**config.mk**
```make
export PLATFORM = sky130hd
export DESIGN_NAME = evt_formatter
export DESIGN_NICKNAME = d
export VERILOG_FILES = /design/src/rtl/evt_fmt_pkg.sv /design/src/rtl/evt_hdr_build.sv /design/src/rtl/evt_word_fifo.sv /design/src/rtl/evt_byte_ser.sv /design/src/rtl/evt_formatter.sv
export SDC_FILE = /design/constraint.sdc
export NUM_CORES = 1
export LEC_CHECK = 0
export BUFFER_PORTS_ARGS = -buffer_cell sky130_fd_sc_hd__clkbuf_2
export CAP_MARGIN = 30
export CORE_MARGIN = 2
export CORE_UTILIZATION = 35
export DETAILED_ROUTE_END_ITERATION = 8
export PLACE_DENSITY = 0.5
export SYNTH_ARGS = -nofsm -noshare
export SYNTH_HDL_FRONTEND = slang
export SYNTH_SLANG_ARGS = --single-unit
```
**constraint.sdc**
```tcl
create_clock -name clk_i -period 5.3 [get_ports clk_i]
set_input_delay 0.53 -clock clk_i [delete_from_list [all_inputs] [get_ports clk_i]]
set_output_delay 0.53 -clock clk_i [all_outputs]
set_load 0.05 [all_outputs]
```
**src/rtl/evt_fmt_pkg.sv**
```systemverilog
package evt_fmt_pkg;
  localparam int PAIRS  = 4;
  localparam int WORD_W = 32;
  localparam int BC_W   = 16;
  localparam int POS_W  = 4;
  localparam int IDX_W  = $clog2(PAIRS);
  localparam int EVT_WORDS = PAIRS + 1;

  typedef enum logic [1:0] {FS_IDLE, FS_HDR, FS_DATA} fmt_state_e;

  typedef struct packed {
    logic             start;
    logic             busy;
    logic             decision;
    logic             card_local;
    logic             heartbeat;
    logic             acq;
    logic [1:0]       run_code;
    logic [BC_W-1:0]  bunch;
    logic [POS_W-1:0] position;
    logic [PAIRS-1:0] present;
  } hdr_t;
endpackage

```
**src/rtl/evt_hdr_build.sv**
```systemverilog
module evt_hdr_build
  import evt_fmt_pkg::*;
#(
  parameter bit HEARTBEAT  = 1'b1,
  parameter bit CARD_LOCAL = 1'b1
) (
  input  logic                          busy_i,
  input  logic                          decision_i,
  input  logic                          acq_i,
  input  logic [1:0]                    run_code_i,
  input  logic [BC_W-1:0]               bunch_i,
  input  logic [POS_W-1:0]              position_i,
  input  logic [PAIRS-1:0][WORD_W-1:0]  words_i,
  output logic [WORD_W-1:0]             hdr_o
);
  logic [PAIRS-1:0] present;
  hdr_t h;

  generate
    if (HEARTBEAT) begin : g_hb
      assign present = '1;
      logic unused_words;
      assign unused_words = ^words_i;
    end else begin : g_ph
      for (genvar k = 0; k < PAIRS; k++) begin : g_nz
        assign present[k] = |words_i[k];
      end
    end
  endgenerate

  always_comb begin
    h.start      = 1'b1;
    h.busy       = busy_i;
    h.decision   = decision_i;
    h.card_local = CARD_LOCAL;
    h.heartbeat  = HEARTBEAT;
    h.acq        = HEARTBEAT ? acq_i : 1'b1;
    h.run_code   = HEARTBEAT ? run_code_i : 2'b00;
    h.bunch      = bunch_i;
    h.position   = position_i;
    h.present    = present;
    hdr_o        = h;
  end
endmodule

```
**src/rtl/evt_word_fifo.sv**
```systemverilog
module evt_word_fifo #(
  parameter int DEPTH = 8,
  parameter int W     = 32,
  localparam int PTR_W = $clog2(DEPTH),
  localparam int LVL_W = $clog2(DEPTH + 1)
) (
  input  logic             clk_i,
  input  logic             rst_ni,
  input  logic             push_i,
  input  logic [W-1:0]     wdata_i,
  input  logic             pop_i,
  output logic [W-1:0]     rdata_o,
  output logic             empty_o,
  output logic [LVL_W-1:0] level_o
);
  logic [W-1:0]     mem_q [DEPTH];
  logic [PTR_W-1:0] wr_q, rd_q;
  logic [LVL_W-1:0] lvl_q;

  function automatic logic [PTR_W-1:0] bump(input logic [PTR_W-1:0] p);
    return (p == PTR_W'(DEPTH - 1)) ? '0 : p + 1'b1;
  endfunction

  always_ff @(posedge clk_i or negedge rst_ni) begin
    if (!rst_ni) begin
      wr_q  <= '0;
      rd_q  <= '0;
      lvl_q <= '0;
    end else begin
      if (push_i) wr_q <= bump(wr_q);
      if (pop_i)  rd_q <= bump(rd_q);
      if (push_i && !pop_i)      lvl_q <= lvl_q + 1'b1;
      else if (pop_i && !push_i) lvl_q <= lvl_q - 1'b1;
    end
  end

  always_ff @(posedge clk_i) begin
    if (push_i) mem_q[wr_q] <= wdata_i;
  end

  assign rdata_o = mem_q[rd_q];
  assign empty_o = (lvl_q == '0);
  assign level_o = lvl_q;

  // whole events fit, so the formatter never overruns the FIFO
  a_r3_no_overflow: assert property (@(posedge clk_i) disable iff (!rst_ni)
    push_i && !pop_i |-> lvl_q < LVL_W'(DEPTH));
  a_r6_no_underflow: assert property (@(posedge clk_i) disable iff (!rst_ni)
    pop_i |-> !empty_o);
endmodule

```
**src/rtl/evt_byte_ser.sv**
```systemverilog
module evt_byte_ser #(
  parameter int W = 32,
  localparam int BYTES = W / 8,
  localparam int CNT_W = $clog2(BYTES + 1)
) (
  input  logic         clk_i,
  input  logic         rst_ni,
  input  logic [W-1:0] word_i,
  input  logic         empty_i,
  output logic         pop_o,
  output logic [7:0]   byte_o,
  output logic         byte_valid_o
);
  logic [W-1:0]     sh_q;
  logic [CNT_W-1:0] cnt_q;

  // fetch next word while the last byte of the current one leaves
  assign pop_o = !empty_i && (cnt_q <= CNT_W'(1));

  always_ff @(posedge clk_i or negedge rst_ni) begin
    if (!rst_ni) begin
      sh_q         <= '0;
      cnt_q        <= '0;
      byte_o       <= '0;
      byte_valid_o <= 1'b0;
    end else begin
      if (cnt_q != '0) begin
        byte_o       <= sh_q[W-1 -: 8];
        byte_valid_o <= 1'b1;
      end else if (!empty_i) begin
        byte_o       <= word_i[W-1 -: 8];
        byte_valid_o <= 1'b1;
      end else begin
        byte_valid_o <= 1'b0;
      end
      if (pop_o) begin
        if (cnt_q == CNT_W'(1)) begin
          sh_q  <= word_i;
          cnt_q <= CNT_W'(BYTES);
        end else begin
          sh_q  <= word_i << 8;
          cnt_q <= CNT_W'(BYTES - 1);
        end
      end else if (cnt_q != '0) begin
        sh_q  <= sh_q << 8;
        cnt_q <= cnt_q - 1'b1;
      end
    end
  end

  a_r6_no_gap: assert property (@(posedge clk_i) disable iff (!rst_ni)
    cnt_q != '0 |=> byte_valid_o);
endmodule

```
**src/rtl/evt_formatter.sv**
```systemverilog
module evt_formatter
  import evt_fmt_pkg::*;
#(
  parameter int FIFO_DEPTH = 8,
  parameter bit CARD_LOCAL = 1'b1,
  localparam int LVL_W = $clog2(FIFO_DEPTH + 1)
) (
  input  logic                         clk_i,
  input  logic                         rst_ni,
  input  logic                         hb_req_i,
  input  logic                         ph_req_i,
  input  logic [1:0]                   run_code_i,
  input  logic                         acq_on_i,
  input  logic                         decision_i,
  input  logic                         fifo_full_i,
  input  logic [BC_W-1:0]              bunch_i,
  input  logic [POS_W-1:0]             position_i,
  input  logic [PAIRS-1:0][WORD_W-1:0] mask_i,
  input  logic [PAIRS-1:0][WORD_W-1:0] strip_i,
  output logic [7:0]                   byte_o,
  output logic                         byte_valid_o
);
  logic [WORD_W-1:0] hb_hdr_d, ph_hdr_d;
  logic [WORD_W-1:0] hb_hdr_q, ph_hdr_q;
  logic [PAIRS-1:0][WORD_W-1:0] hb_dat_q, ph_dat_q;
  logic hb_pend_q, ph_pend_q, cur_hb_q;
  fmt_state_e st_q;
  logic [PAIRS-1:0] rem_q;

  logic              push, pop, f_empty;
  logic [WORD_W-1:0] push_word, f_rdata;
  logic [LVL_W-1:0]  f_level;

  evt_hdr_build #(.HEARTBEAT(1'b1), .CARD_LOCAL(CARD_LOCAL)) u_hb_hdr (
    .busy_i(fifo_full_i), .decision_i(decision_i), .acq_i(acq_on_i),
    .run_code_i(run_code_i), .bunch_i(bunch_i), .position_i(position_i),
    .words_i(mask_i), .hdr_o(hb_hdr_d));

  evt_hdr_build #(.HEARTBEAT(1'b0), .CARD_LOCAL(CARD_LOCAL)) u_ph_hdr (
    .busy_i(fifo_full_i), .decision_i(decision_i), .acq_i(acq_on_i),
    .run_code_i(run_code_i), .bunch_i(bunch_i), .position_i(position_i),
    .words_i(strip_i), .hdr_o(ph_hdr_d));

  logic active_hb, active_ph, hb_take, ph_take, can_accept, start_hb, start_ph;
  assign active_hb  = (st_q != FS_IDLE) && cur_hb_q;
  assign active_ph  = (st_q != FS_IDLE) && !cur_hb_q;
  assign hb_take    = hb_req_i && !hb_pend_q && !active_hb;
  assign ph_take    = ph_req_i && !ph_pend_q && !active_ph;
  assign can_accept = (st_q == FS_IDLE) && (f_level <= LVL_W'(FIFO_DEPTH - EVT_WORDS));
  assign start_hb   = can_accept && hb_pend_q;
  assign start_ph   = can_accept && !hb_pend_q && ph_pend_q;

  function automatic logic [IDX_W-1:0] top_set(input logic [PAIRS-1:0] m);
    logic [IDX_W-1:0] r;
    r = '0;
    for (int k = 0; k < PAIRS; k++) if (m[k]) r = IDX_W'(k);
    return r;
  endfunction

  logic [IDX_W-1:0] idx;
  logic [PAIRS-1:0] rem_nxt;
  always_comb begin
    idx       = top_set(rem_q);
    rem_nxt   = rem_q;
    rem_nxt[idx] = 1'b0;
    push      = (st_q == FS_HDR) || (st_q == FS_DATA);
    if (st_q == FS_HDR) push_word = cur_hb_q ? hb_hdr_q : ph_hdr_q;
    else                push_word = cur_hb_q ? hb_dat_q[idx] : ph_dat_q[idx];
  end

  // snapshots taken in the request cycle
  always_ff @(posedge clk_i or negedge rst_ni) begin
    if (!rst_ni) begin
      hb_hdr_q <= '0;
      ph_hdr_q <= '0;
      hb_dat_q <= '0;
      ph_dat_q <= '0;
    end else begin
      if (hb_take) begin
        hb_hdr_q <= hb_hdr_d;
        hb_dat_q <= mask_i;
      end
      if (ph_take) begin
        ph_hdr_q <= ph_hdr_d;
        ph_dat_q <= strip_i;
      end
    end
  end

  always_ff @(posedge clk_i or negedge rst_ni) begin
    if (!rst_ni) begin
      hb_pend_q <= 1'b0;
      ph_pend_q <= 1'b0;
      cur_hb_q  <= 1'b0;
      st_q      <= FS_IDLE;
      rem_q     <= '0;
    end else begin
      if (hb_take)       hb_pend_q <= 1'b1;
      else if (start_hb) hb_pend_q <= 1'b0;
      if (ph_take)       ph_pend_q <= 1'b1;
      else if (start_ph) ph_pend_q <= 1'b0;
      case (st_q)
        FS_IDLE: if (start_hb || start_ph) begin
          cur_hb_q <= start_hb;
          st_q     <= FS_HDR;
        end
        FS_HDR: begin
          rem_q <= push_word[PAIRS-1:0];
          st_q  <= (push_word[PAIRS-1:0] == '0) ? FS_IDLE : FS_DATA;
        end
        FS_DATA: begin
          rem_q <= rem_nxt;
          if (rem_nxt == '0) st_q <= FS_IDLE;
        end
        default: st_q <= FS_IDLE;
      endcase
    end
  end

  evt_word_fifo #(.DEPTH(FIFO_DEPTH), .W(WORD_W)) u_fifo (
    .clk_i(clk_i), .rst_ni(rst_ni), .push_i(push), .wdata_i(push_word),
    .pop_i(pop), .rdata_o(f_rdata), .empty_o(f_empty), .level_o(f_level));

  evt_byte_ser #(.W(WORD_W)) u_ser (
    .clk_i(clk_i), .rst_ni(rst_ni), .word_i(f_rdata), .empty_i(f_empty),
    .pop_o(pop), .byte_o(byte_o), .byte_valid_o(byte_valid_o));

  a_r2_hdr_flags: assert property (@(posedge clk_i) disable iff (!rst_ni)
    st_q == FS_HDR |-> push_word[31] && (push_word[27] == cur_hb_q)
                       && (push_word[28] == CARD_LOCAL));
  a_r4_ph_hdr_fixed: assert property (@(posedge clk_i) disable iff (!rst_ni)
    st_q == FS_HDR && !cur_hb_q |-> push_word[26] && push_word[25:24] == 2'b00);
  a_r4_no_zero_word: assert property (@(posedge clk_i) disable iff (!rst_ni)
    st_q == FS_DATA && !cur_hb_q |-> push_word != '0);
  a_r7_hb_first: assert property (@(posedge clk_i) disable iff (!rst_ni)
    can_accept && hb_pend_q && ph_pend_q |=> cur_hb_q && st_q == FS_HDR);
  a_r8_no_hb_stack: assert property (@(posedge clk_i) disable iff (!rst_ni)
    active_hb |-> !hb_pend_q);
endmodule

```
# Yosys cells after proc, flatten, opt, wreduce, memory -nomap -nowiden
# Memory sizes are Yosys's and may differ from the RTL's.
# Cells that the tools add are included.
dict set report totals {
  reg_bits 380
  ram_bits 256
  inputBits 285
  out_inout_bits 9
  word_cells 120
  n_memories 1
}
dict set report op_classes {
  addsub 5
  magnitude_cmp 4
  eq_ne 8
  mux 37
  bitwise_logic 2
  reduce_logical 41
}
# name words width read_ports rd_ports_with_merged_regs wr line_no
set mem_list {}
lappend mem_list {u_fifo.mem_q 8 32 1 0 1 evt_word_fifo.sv:16} ;# logic [W-1:0] mem_q [DEPTH];
# operator count
set op_table {}
lappend op_table {{$mux 32} 8}
lappend op_table {{$bmux 32 s2} 2}
lappend op_table {{$reduce_or 32->1} 4}
lappend op_table {{$mux 8} 2}
lappend op_table {{$mux 3} 5}
lappend op_table {{$logic_and 1x1->1} 14}
lappend op_table {{$logic_not 4->1} 3}
lappend op_table {{$reduce_bool 2->1} 6}
lappend op_table {{$mux 1} 10}
lappend op_table {{$mux 2} 5}
lappend op_table {{$logic_not 1->1} 8}
lappend op_table {{$mux 4} 2}
lappend op_table {{$pmux 4 s2} 1}
lappend op_table {{$add 3x1->3 const B} 2}
lappend op_table {{$eq 3x3->1 const B} 2}
lappend op_table {{$pmux 2 s3} 1}
lappend op_table {{$add 4x1->4 const B} 1}
lappend op_table {{$and 4x4->4} 1}
lappend op_table {{$le 4x2->1 const B} 1}
lappend op_table {{$ne 2x1->1 const B} 2}
lappend op_table {{$not 4->4} 1}
lappend op_table {{$reduce_and 2->1} 2}
lappend op_table {{$sub 4x1->4 const B} 1}
lappend op_table {{$eq 3x1->1 const B} 1}
lappend op_table {{11 further kinds} 12}

# Depth between registers and ports, before layout
# Gate-level depths: netlist (run 1).
dict set report depth {
  depth_word 12
  mapped_depth 15
  depth_no_buf 13
}

# Modules after synthesis
# Synthesis (run 1) repeated with hierarchy kept, for this count alone.
dict set report hier_totals {
  hier_cells 1854
  area_unflattened_um2 28399.7
}
# mod instances cells_each area_per_inst_um2
set by_module_without_submodules {}
lappend by_module_without_submodules {evt_formatter 1 1128 15025.7}
lappend by_module_without_submodules {evt_word_fifo 1 433 10231.1}
lappend by_module_without_submodules {evt_byte_ser 1 186 2381.0}
lappend by_module_without_submodules {{evt_hdr_build (u_ph_hdr)} 1 74 518.0}
lappend by_module_without_submodules {{evt_hdr_build (u_hb_hdr)} 1 33 244.0}

# Worst setup path after synthesis (run 1)
# Ideal clock, no wire load.
dict set report synth_path {
  path_kind {register to register}
  from {register st_q[0]}
  to {memory u_fifo.mem_q[2][0], enable pin}
  setup_time_ns 0.461
  t_arrival_ns 3.359
  setup_slack_ns 1.480
  stages_incl_launch_ff 6
  n_path_buf 1
  period_less_slack_ns 3.820
  cell_sequence {dfrtp_1 inv_1 ha_1 clkbuf_1 nand2_1 nor3_1}
}
dict set report synth_via {
  elab_chain_len 4
  word_cells_on_any_way 5
  classes_between {eq/ne: 2; mux: 2; reduce/logical: 1}
}
# item line_no
set synth_rtl {}
lappend synth_rtl {{from (decl)} evt_formatter.sv:27} ;# fmt_state_e st_q;
lappend synth_rtl {{from (signal assigned)} evt_formatter.sv:109} ;# st_q <= (push_word[PAIRS-1:0] == '0) ? FS_IDLE : FS_DATA;
lappend synth_rtl {{$eq 2x1->1 / $eq 2x2->1 (equally long branches)} evt_formatter.sv:66} ;# push = (st_q == FS_HDR) || (st_q == FS_DATA);
lappend synth_rtl {{$logic_or 1x1->1 (*)} evt_formatter.sv:66}
lappend synth_rtl {{net push} evt_formatter.sv:30} ;# logic push, pop, f_empty;
lappend synth_rtl {{$mux 1 (*)} evt_word_fifo.sv:38} ;# if (push_i) mem_q[wr_q] <= wdata_i;
lappend synth_rtl {{$mux 1 (not written as such) (*)} evt_word_fifo.sv:38}
lappend synth_rtl {{to (decl)} evt_word_fifo.sv:16}
# Mark *: on every way through the listed nets, which the timed path passes. The rest lies on a longest branch.

# Worst setup path in the final report (run 1)
dict set report layout_path {
  from {register rem_q[1]}
  to {memory u_fifo.mem_q[6][22], data pin}
}
dict set report layout_via {
  elab_chain_len 7
  word_cells_on_any_way 9
  classes_between {mux: 9}
}
# item line_no
set layout_rtl {}
lappend layout_rtl {{from (decl)} evt_formatter.sv:28} ;# logic [PAIRS-1:0] rem_q;
lappend layout_rtl {{from (signal assigned)} evt_formatter.sv:108} ;# rem_q <= push_word[PAIRS-1:0];
lappend layout_rtl {{from (signal assigned)} evt_formatter.sv:112} ;# rem_q <= rem_nxt;
lappend layout_rtl {{$mux 1 (*)} evt_formatter.sv:56} ;# for (int k = 0; k < PAIRS; k++) if (m[k]) r = IDX_W'(k);
lappend layout_rtl {{$mux 2 (*) (2 in a row)} evt_formatter.sv:56}
lappend layout_rtl {{$bmux 32 s2} evt_formatter.sv:68} ;# else push_word = cur_hb_q ? hb_dat_q[idx] : ph_dat_q[idx];
lappend layout_rtl {{$mux 32 (not written as such)} evt_formatter.sv:68}
lappend layout_rtl {{$mux 32 (*)} evt_formatter.sv:68}
lappend layout_rtl {{$mux 32 (*)} evt_formatter.sv:67} ;# if (st_q == FS_HDR) push_word = cur_hb_q ? hb_hdr_q : ph_hdr_q;
lappend layout_rtl {{net push_word[22]} evt_formatter.sv:31} ;# logic [WORD_W-1:0] push_word, f_rdata;
# Mark *: on every way through the listed nets, which the timed path passes. The rest lies on a longest branch. The select of a mux whose other input is x is not followed.

==> results of run 1 <==
==> report_power, final <==
part,total [mW],switching [mW],internal (mW)
logic,7.93,4.39,3.54
clock network,4.99,2.01,2.98
registers,9.34,1.44,7.90
==> registers in the layout (all words and copies together) (netlist names) <==
signal and count:
u_fifo.level_o 4, u_fifo.mem_q 256, rem_q 4, u_fifo.wr_q 3, u_ser.byte_valid_o 1, ph_hdr_q 27, u_fifo.rd_q 3, st_q 2
hb_pend_q 1, ph_pend_q 1, ph_dat_q 128, cur_hb_q 1, u_ser.cnt_q 3, u_ser.sh_q 32, u_ser.byte_o 8, hb_dat_q 128
hb_hdr_q 26
==> synthesized netlist by cell type, types with 3 or more instances <==
master / instances / area share (%)
a31oi_1: 10 / 0.23
xnor2_1: 3 / 0.097
a22o_1: 4 / 0.13
clkbuf_1: 32 / 0.44
edfxtp_1: 256 / 28
nand4_1: 9 / 0.21
nand2_1: 105 / 1.5
o22a_1: 21 / 0.68
o211ai_1: 5 / 0.14
nand3b_1: 9 / 0.25
mux2_2: 308 / 13
nor4_1: 32 / 0.74
inv_1: 15 / 0.21
dfrtp_1: 372 / 34
nor2_1: 96 / 1.3
nand2b_1: 9 / 0.21
buf_6: 10 / 0.42
buf_4: 4 / 0.11
mux2i_1: 98 / 3.6
mux4_2: 89 / 7.4
ha_1: 14 / 0.65
o21ai_1: 19 / 0.35
o21ai_0: 87 / 1.6
a21oi_1: 82 / 1.5
buf_1: 5 / 0.069
o2111ai_1: 4 / 0.13
a21o_1: 3 / 0.083
buf_2: 61 / 1.1
nor3_1: 5 / 0.092
a22oi_1: 8 / 0.22
==> worst max path at each step <==
stage	from	to	slack [ns]	cells after the start
floorplan	st_q[0]	u_fifo.mem_q[2][0]	1.48	5
global placement	rem_q[1]	u_fifo.mem_q[4][22]	2.20	6
detailed placement	rem_q[1]	u_fifo.mem_q[7][22]	2.12	6
CTS	rem_q[1]	u_fifo.mem_q[6][22]	2.11	6
global route	rem_q[1]	u_fifo.mem_q[6][22]	1.96	6
finish	rem_q[1]	u_fifo.mem_q[6][22]	2.11	6
==> metal layers <==
layer  vias to the layer above  part of all wire, %
met5                         -                0.076
met2                       455                   47
met3                       120                  5.7
met1                      8505                   44
met4                        10                  2.8
li1                       7403                    -
==> cell usage in the layout (no fill, tap or decap), types with 10 or more instances in the layout <==
cell type,synthesis,layout
clkbuf_2,0,292
ha_1,14,14
dfrtp_1,372,366
mux2_2,308,308
o21ai_1,19,19
clkinv_2,0,13
nor4_1,32,32
a31oi_1,10,10
mux4_2,89,89
edfxtp_1,256,256
mux2i_1,98,98
a21oi_1,82,82
o22a_1,21,21
clkbuf_16,0,77
buf_4,4,26
clkbuf_1,32,17
inv_1,15,15
nor2_1,96,90
o21ai_0,87,87
nand2_1,105,105
==> layout make-up <==
cell class | count | share of cell area, %
clock buffer | 102 | 6.56
tap | 1030 | 4.03
multi-input combinational | 1046 | 29.6
sequential | 628 | 53.1
timing repair buffer | 324 | 5.50
inverter | 17 | 0.199
antenna | 8 | 0.0625
clock inverter | 30 | 0.946
==> critical path, cell delays in order, from the launching register on <==
cell	delay [ns]
dfrtp_4	0.92
buf_4	0.60
mux2i_1	0.26
nor2_1	0.06
a21oi_1	0.16
o21ai_1	0.14
mux4_2	0.64
==> cell families (layout without fill, tap and decap cells) <==
group / after synthesis / after routing / share of synthesized area [%]
simple gates: 277 / 277 / 4.64
buf+inv: 129 / 473 / 2.40
fa+ha+maj: 16 / 16 / 0.758
mux: 495 / 495 / 23.8
compound gates: 254 / 254 / 5.45
flops: 628 / 628 / 62.8
xor+xnor: 4 / 4 / 0.129
other cells: 0 / 8 / 0
==> repair_timing <==
item | 4_1_cts | 5_1_grt
gates resized for setup | 0 | 0
hold endpoints to repair | 11 | 0
hold buffers | 1 | 0
setup buffers | 0 | 0
==> per-stage QoR <==
step	utilization [%]	instances	setup WS (ns)	hold slack (ns)
after detailed placement	38.8	3044	2.12	0.465
final	42.0	3185	2.11	0.145
after global placement	38.8	3044	2.20	0.458
after global routing	42.0	3182	1.96	0.112
after floorplan	-	1803	1.48	0.234
after CTS	42.0	3177	2.11	0.106
==> flow_summary.toml, run 1 <==
[floorplan]
die_w_um = 282
ios = 294
core_area_mm2 = 0.0762
dieArea_mm2 = 0.0796
chipHeight_um = 282
start_util_pct = 35.5
rows = 101

[layout]
nets = 2389
area_delta_synth_final_pct = 18.3
multi_input_comb_area_mm2 = 0.00946
fill_cells = 7033
register_area_mm2 = 0.0170
design_area_mm2 = 0.0320
drive_above_1_share_pct = 39.8

[grt]
grt_use_met3_pct = 4.42
use_met2_pct = 31.4
grtUsageTotal_pct = 19.7
busiest_layer = "met2"
grt_pass1_wl_um = 114000
use_met1_pct = 26.9
grt_pass1_vias = 17400
antenna_found_initial = 17
grt_max_degree = 156
grt_overflow = 0

[yosys]
synth_nets = 2103
synth.distinct_cells = 54
synth_edf_count = 256
ys_seq_area_share_pct = 62.8
avgSynthCellArea_um2 = 15.0
synthCells = 1803
synthFlopType = "dfrtp_1"
async_flop_share_pct = 59.2
ys_ff_latch = 628
synth_warnings = 0
syn_area_mm2 = 0.0271

[timing]
fin_crit_ns = 3.19
setup_violations = 0
max_slew_margin_pct = 29.0
worst_pin_slew_ns = 1.06
max_clock_freq_ghz = 0.313
setup_tns_ns = 0
fin_crit_sh_pct = 60.2
rsz0062_at_grt = "no"
hold_viol = 0
finClkSkew_ns = 0.0312
maxSlewViolCount = 0

[setup_path]
critical_path_class = "reg -> reg"
r2r-end = "u_fifo.mem_q[6][22]"
arrival_ns = 3.49
crit_path_end_kind = "flop"
r2r_slack_ns = 2.11
worstSetupStartpointType = "flop"
r2r_start = "rem_q[1]"
path_max_fanout = 42
r2r_cells = 6
worstPathRequired_ns = 5.60

[clock_network]
clock-root-buffer = "clkbuf_16"
numCtsBuffers = 72
clk_pin_slew_worst_paths_ns = 0.06
cts_tree = "yes"
clock_latency_ns = 0.62
cts_sinks = 628
cts.path.max_buffers = 3
htreeDepth = 3

[route]
ant_nets = 0
detailroute.via_count = 16500
vias_per_cell = 5.18
routed_wl_um = 77400
drc = 0
wl_per_cell_um = 24.3
first_pass_iters = 5
drtIter0Drc = 1125

[placement]
place_congestion = 0.801
io_buffers = 293
placed_area_mm2 = 0.0296
hpwl_um = 53500

[power]
p_per_area_mw_per_mm2 = 695
peakVddDrop_v = 0.000340
p_leak_nw = 12.6
total_power_mw = 22.3

[outcome]
run_status = "finished clean"

[worst_hold_path]
hp-class = "in -> reg"
holdPathStages = 2
min_from = "mask_i[30]"
hold_end = "hb_dat_q[30]"

[run]
drv_cap = 0
(Power assumes the default switching activity.)
==> run 2, diff against run 1 <==
--- a/config.mk
+++ b/config.mk
@@ -10,7 +10,7 @@
 export CORE_MARGIN = 2
 export CORE_UTILIZATION = 35
 export DETAILED_ROUTE_END_ITERATION = 8
-export PLACE_DENSITY = 0.5
+export PLACE_DENSITY = 0.52
 export SYNTH_ARGS = -nofsm -noshare
 export SYNTH_HDL_FRONTEND = slang
 export SYNTH_SLANG_ARGS = --single-unit
==> constraint.sdc (replaced) <==
create_clock -name clk_i -period 2.85 [get_ports clk_i]
set_input_delay 0.285 -clock clk_i [delete_from_list [all_inputs] [get_ports clk_i]]
set_output_delay 0.285 -clock clk_i [all_outputs]
set_load 0.05 [all_outputs]
==> run 2 against run 1 <==
Cell count is 10% higher; sequential share of layout area shrank 5.1 points; critical path depth rose by 5; clock skew down 0.0035 ns; worst setup slack got worse by 1.9 ns; sequential power grew 81%; global-route usage shrank 0.13 points; first-iteration DRC count shrank 7.8%; critical path type unchanged; critical endpoint is now u_fifo.level_o[3]; largest cell class unchanged; highest routed layer unchanged.
==> flow_summary.toml, run 2 (same netlist as run 1, synthesis figures left out) <==
[clock_network]
htreeDepth = 3
clock-root-buffer = "clkbuf_16"
cts_tree = "yes"
cts.path.max_buffers = 3
clk_pin_slew_worst_paths_ns = 0.06
cts_sinks = 628
clock_latency_ns = 0.61
numCtsBuffers = 71

[placement]
hpwl_um = 52400
placed_area_mm2 = 0.0303
place_congestion = 0.821
io_buffers = 293
pre_cts_ws_ns = 0.209

[layout]
top_regs = "u_fifo.mem_q (256), hb_dat_q (128), ph_dat_q (128)"
area_delta_synth_final_pct = 30.7
drive_above_1_share_pct = 36.3
top_register = "u_fifo.mem_q"
design_area_mm2 = 0.0354
mostFrequentLayoutCell = "dfrtp_1"
fill_cells = 6718
mostFrequentLayoutCells = "dfrtp_1 (366), mux2_2 (308), clkbuf_2 (292), dlygate4sd3_1 (279), edfxtp_1 (256)"
multi_input_comb_area_mm2 = 0.00948
register_area_mm2 = 0.0170
largest_reg_flops = 256
nets = 2713

[timing]
maxSlewViolCount = 0
worst_pin_slew_ns = 0.804
setup_violations = 0
fin_crit_ns = 2.66
finClkSkew_ns = 0.0276
fin_crit_sh_pct = 93.2
worst_slack_ns = 0.194
hold_viol = 0
max_clock_freq_ghz = 0.377
rsz0062_at_grt = "no"
fin_hold_ws_ns = 0.0249
max_slew_margin_pct = 45.9

[power]
switching_share_pct = 34.9
p_per_area_mw_per_mm2 = 1190
p_comb_share_pct = 38.7
power.net_switching_mw = 14.7
peakVddDrop_v = 0.000486
power.share.clock_pct = 21.2
p_int_mw = 27.5
power.share.sequential_pct = 40.1
p_leak_nw = 14.1

[grt]
grtUsageTotal_pct = 19.6
grt_overflow = 0
grt_max_degree = 72
grt_pass1_wl_um = 117000
grt_pass1_vias = 18900
antenna_found_initial = 9

[floorplan]
rows = 101
dieArea_mm2 = 0.0796
ios = 294
chipHeight_um = 282
core_area_mm2 = 0.0762
start_util_pct = 35.5
die_w_um = 282

[outcome]
run_status = "finished clean"

[worst_hold_path]
hp-class = "in -> reg"

[setup_path]
worstPathCellList = "or4_4 > and3_4 > inv_2 > ha_1 > inv_1 > ha_1 > a21o_1 > a21oi_1 > xnor2_1 > nor2_1 > xor2_1"
worstSetupStartpointType = "flop"
critical_path_class = "reg -> reg"
slowest_stage = "or4_4"
arrival_ns = 3.14
worstPathRequired_ns = 3.33
crit_buf_inv = 2
path_max_fanout = 4
critical-path-max-stage-delay_ns = 0.58
cp_top_family = "simple AND/OR/NAND/NOR gates"
cp_common_cell = "ha_1"
crit_path_end_kind = "flop"

[route]
drtIter0Drc = 1037
first_pass_iters = 6
ant_nets = 0
drc = 0
detailroute.via_count = 17700
wl_per_cell_um = 22.0
vias_per_cell = 5.05
routed_wl_um = 77300

[run]
drv_cap = 0
-- run 2: changes by cell type in the layout (fill, tap and decap cells not counted), sizes merged --
cell         delta
buf            +47
bufinv          -1
clkinv          -3
clkinvlp        -1
diode           -1
dlygate4sd3   +278
inv             +4
-- run 2: path summary, 6_finish.rpt --
kind / startpoint / to / slack, ns / cells past startpoint
setup / recovery: u_fifo.level_o[0] / u_fifo.level_o[3] / 0.19 / 11
hold / removal: fifo_full_i / hb_hdr_q[30] / 0.02 / 2
setup reg to reg: u_fifo.level_o[0] / u_fifo.level_o[3] / 0.19 / 11
hold reg to reg: u_ser.sh_q[2] / u_ser.sh_q[2] / 0.47 / 2
max in group asynchronous: rst_ni / hb_dat_q[113] / 1.73 / 3
min in group asynchronous: rst_ni / ph_dat_q[28] / 0.26 / 2
-- run 2: area by class of cell --
class                           count  share of cell area [%]
Sequential cell                   628                    48.1
Multi-Input combinational cell   1046                    26.8
Timing Repair Buffer              649                    14.8
Clock buffer                      102                    5.69
Tap cell                         1030                    3.64
Clock inverter                     29                   0.764
Inverter                           17                   0.180
Antenna cell                        7                  0.0495
-- run 2: per-layer routing --
metal  wire length, um  vias up  global-route usage [%]  share of wire, %
li1                  -     8046                       -                 -
met1             33500     9009                    25.7                43
met2             38200      486                    33.3                49
met3              3550      149                    3.23               4.6
met4              1980        8                    6.14               2.6
met5                46        -                       0             0.059
-- run 2: stage by stage --
step                cells  setup TNS [ns]  util [%]  power [mW]
floorplan            1803          -21.03         -        27.1
global placement     3089               0      39.7        32.8
detailed placement   3091               0      39.7        33.3
CTS                  3501               0      46.4        42.6
global route         3506               0      46.4        44.7
finish               3508               0      46.4        42.2
-- run 2: power by group through the flow --
stage               combinational, mW  sequential, mW  clock, mW
global placement                 15.8            17.0          0
finish                           16.3            16.9       8.93
global route                     17.8            17.3       9.52
floorplan                        11.0            16.1          0
detailed placement               16.2            17.1          0
CTS                              16.6            16.9       9.16
-- run 2: worst register-to-register path: stages, from the launching register on --
cell and delay (ns):
dfrtp_1 0.44, or4_4 0.58, and3_4 0.21, inv_2 0.05, ha_1 0.16, inv_1 0.09, ha_1 0.28, a21o_1 0.18
a21oi_1 0.19, xnor2_1 0.14, nor2_1 0.07, xor2_1 0.14
-- run 2: repair_timing --
action / 4_1_cts / 5_1_grt
setup buffers: 0 / 0
gates resized for setup: 0 / 0
hold buffers: 279 / 0
hold endpoints to repair: 354 / 0
==> run 3, diff against run 2 <==
--- a/config.mk
+++ b/config.mk
@@ -7,10 +7,12 @@
 export LEC_CHECK = 0
 export BUFFER_PORTS_ARGS = -buffer_cell sky130_fd_sc_hd__clkbuf_2
 export CAP_MARGIN = 30
+export CORE_ASPECT_RATIO = 0.8
 export CORE_MARGIN = 2
 export CORE_UTILIZATION = 35
+export CTS_CLUSTER_DIAMETER = 60
 export DETAILED_ROUTE_END_ITERATION = 8
-export PLACE_DENSITY = 0.52
+export PLACE_DENSITY = 0.65
 export SYNTH_ARGS = -nofsm -noshare
 export SYNTH_HDL_FRONTEND = slang
 export SYNTH_SLANG_ARGS = --single-unit
==> run 3 against run 2 <==
Global-route usage is 0.63 points lower; maximum frequency is 1.9% lower; worst hold slack better by 0.046 ns; clock skew is 0.0095 ns higher; total power is 0.84% higher; largest cell class unchanged; utilization is 0.30 points lower; clock power is 2.9% higher; clock-buffer cell count is 17 lower; final area is 0.22% higher; critical path depth is 5 lower; register-to-register slack worse by 0.05 ns.
==> flow_summary.toml, run 3 (same netlist as run 1, synthesis figures left out) <==
[clock_network]
clock_latency_ns = 0.61
htreeDepth = 3
clk_pin_slew_worst_paths_ns = 0.06
cts_tree = "yes"
numCtsBuffers = 68
cts.path.max_buffers = 3
cts_sinks = 628
clock-root-buffer = "clkbuf_16"

[floorplan]
die_w_um = 315
start_util_pct = 35.2
rows = 91
chipHeight_um = 253
core_area_mm2 = 0.0769
dieArea_mm2 = 0.0796
ios = 294

[power]
p_leak_nw = 14.1
peakVddDrop_v = 0.000589
p_per_area_mw_per_mm2 = 1200
power.share.sequential_pct = 39.7
p_int_mw = 27.8
p_comb_share_pct = 38.7
power.net_switching_mw = 14.7
switching_share_pct = 34.5
power.share.clock_pct = 21.6

[setup_path]
critical_path_class = "reg -> reg"
crit_end = "u_fifo.mem_q[3][16]"
path_max_fanout = 26
cp_top_family = "multiplexers"
worstPathCellList = "buf_12 > mux2i_1 > nor2_1 > a21oi_1 > o21ai_1 > mux4_2"
r2r_start = "rem_q[1]"
arrival_ns = 2.99
crit_buf_inv = 1
worstSetupStartpointType = "flop"
critical-path-max-stage-delay_ns = 0.79
worstPathRequired_ns = 3.13
r2r-end = "u_fifo.mem_q[3][16]"
slowest_stage = "dfrtp_4"
worst-path-stages = 6
r2r_slack_ns = 0.14
crit_path_end_kind = "flop"
r2r_cells = 6
crit_path_start = "rem_q[1]"

[timing]
worst_slack_ns = 0.143
rsz0062_at_grt = "no"
fin_hold_ws_ns = 0.0710
worst_pin_slew_ns = 0.771
fin_crit_sh_pct = 95.0
max_clock_freq_ghz = 0.369
maxSlewViolCount = 0
max_slew_margin_pct = 48.1
hold_viol = 0
finClkSkew_ns = 0.0371
setup_violations = 0
fin_crit_ns = 2.71
setup_tns_ns = 0

[layout]
largest_reg_flops = 256
top_regs = "u_fifo.mem_q (256), hb_dat_q (128), ph_dat_q (128)"
area_delta_synth_final_pct = 31.0
design_area_mm2 = 0.0355
top_register = "u_fifo.mem_q"
nets = 2714
drive_above_1_share_pct = 36.5
mostFrequentLayoutCells = "dfrtp_1 (366), mux2_2 (308), clkbuf_2 (292), dlygate4sd3_1 (281), edfxtp_1 (256)"
mostFrequentLayoutCell = "dfrtp_1"

[run]
drv_cap = 0

[placement]
hpwl_um = 50700
pre_cts_ws_ns = 0.196
place_congestion = 0.856
io_buffers = 293
placed_area_mm2 = 0.0303

[route]
first_pass_iters = 5
ant_nets = 0
wl_per_cell_um = 21.4
drtIter0Drc = 1282
routed_wl_um = 74900
vias_per_cell = 5.15
drc = 0
detailroute.via_count = 18000

[grt]
grt_pass1_vias = 19200
grt_max_degree = 100
grtUsageTotal_pct = 19.0
grt_pass1_wl_um = 115000
antenna_found_initial = 9
grt_overflow = 0

[worst_hold_path]
holdPathStages = 2
hp-class = "in -> reg"

[outcome]
run_status = "finished clean"
[run 3: cell types whose count changed in the layout (fill, tap and decap cells not counted), sizes merged]
cell and delta:
clkbuf -17, bufinv +7, clkinvlp +5, inv -4
buf +2, clkinv +2, diode -2, dlygate4sd3 +2
[run 3: layout make-up]
type | count | area (um^2)
Clock buffer | 85 | 1840
Timing Repair Buffer | 653 | 5270
Fill cell | 6519 | 41400
Multi-Input combinational cell | 1046 | 9480
Clock inverter | 39 | 497
Tap cell | 1023 | 1280
Inverter | 17 | 63.8
Sequential cell | 628 | 17000
Antenna cell | 5 | 12.5
[run 3: metal layers]
layer  track usage [%]  vias up  wire, um
met3              3.32      140      4780
met1              25.7     9238     32300
met5                 0        -        13
met4              6.83        2      2510
met2              30.7      620     35300
li1                  -     8016         -
[run 3: per-stage QoR]
step / utilization (%) / instances / power (mW)
finish: 46.1 / 3496 / 42.5
global route: 46.1 / 3494 / 44.8
CTS: 46.1 / 3491 / 42.7
detailed placement: 39.4 / 3086 / 33.2
global placement: 39.4 / 3086 / 32.4
floorplan: - / 1803 / 27.1
[run 3: power by group through the flow]
stage	registers, mW	logic (mW)	clock network (mW)
detailed placement	17.0	16.1	0
finish	16.9	16.4	9.19
global route	17.3	17.8	9.70
floorplan	16.1	11.0	0
global placement	16.8	15.6	0
CTS	16.9	16.5	9.35
[run 3: worst min-delay path by stage]
stage | slack (ns) | startpoint | end
after floorplan | -0.01 | rst_ni | cur_hb_q
after global placement | 0.26 | rst_ni | ph_dat_q[120]
after detailed placement | 0.27 | rst_ni | ph_dat_q[125]
after CTS | 0.006 | acq_on_i | hb_hdr_q[26]
after global routing | 0.02 | acq_on_i | hb_hdr_q[26]
final | 0.07 | acq_on_i | hb_hdr_q[26]
[run 3: what timing repair did]
item | CTS | global route
hold buffers | 281 | 0
setup buffers | 0 | 0
gates resized for setup | 0 | 0
endpoints found under the hold margin | 356 | 0
[run 3: worst reg2reg max path, stage by stage, from the launching register on]
cell and delay [ns]:
dfrtp_4 0.79, buf_12 0.30, mux2i_1 0.36, nor2_1 0.07, a21oi_1 0.17, o21ai_1 0.10, mux4_2 0.61
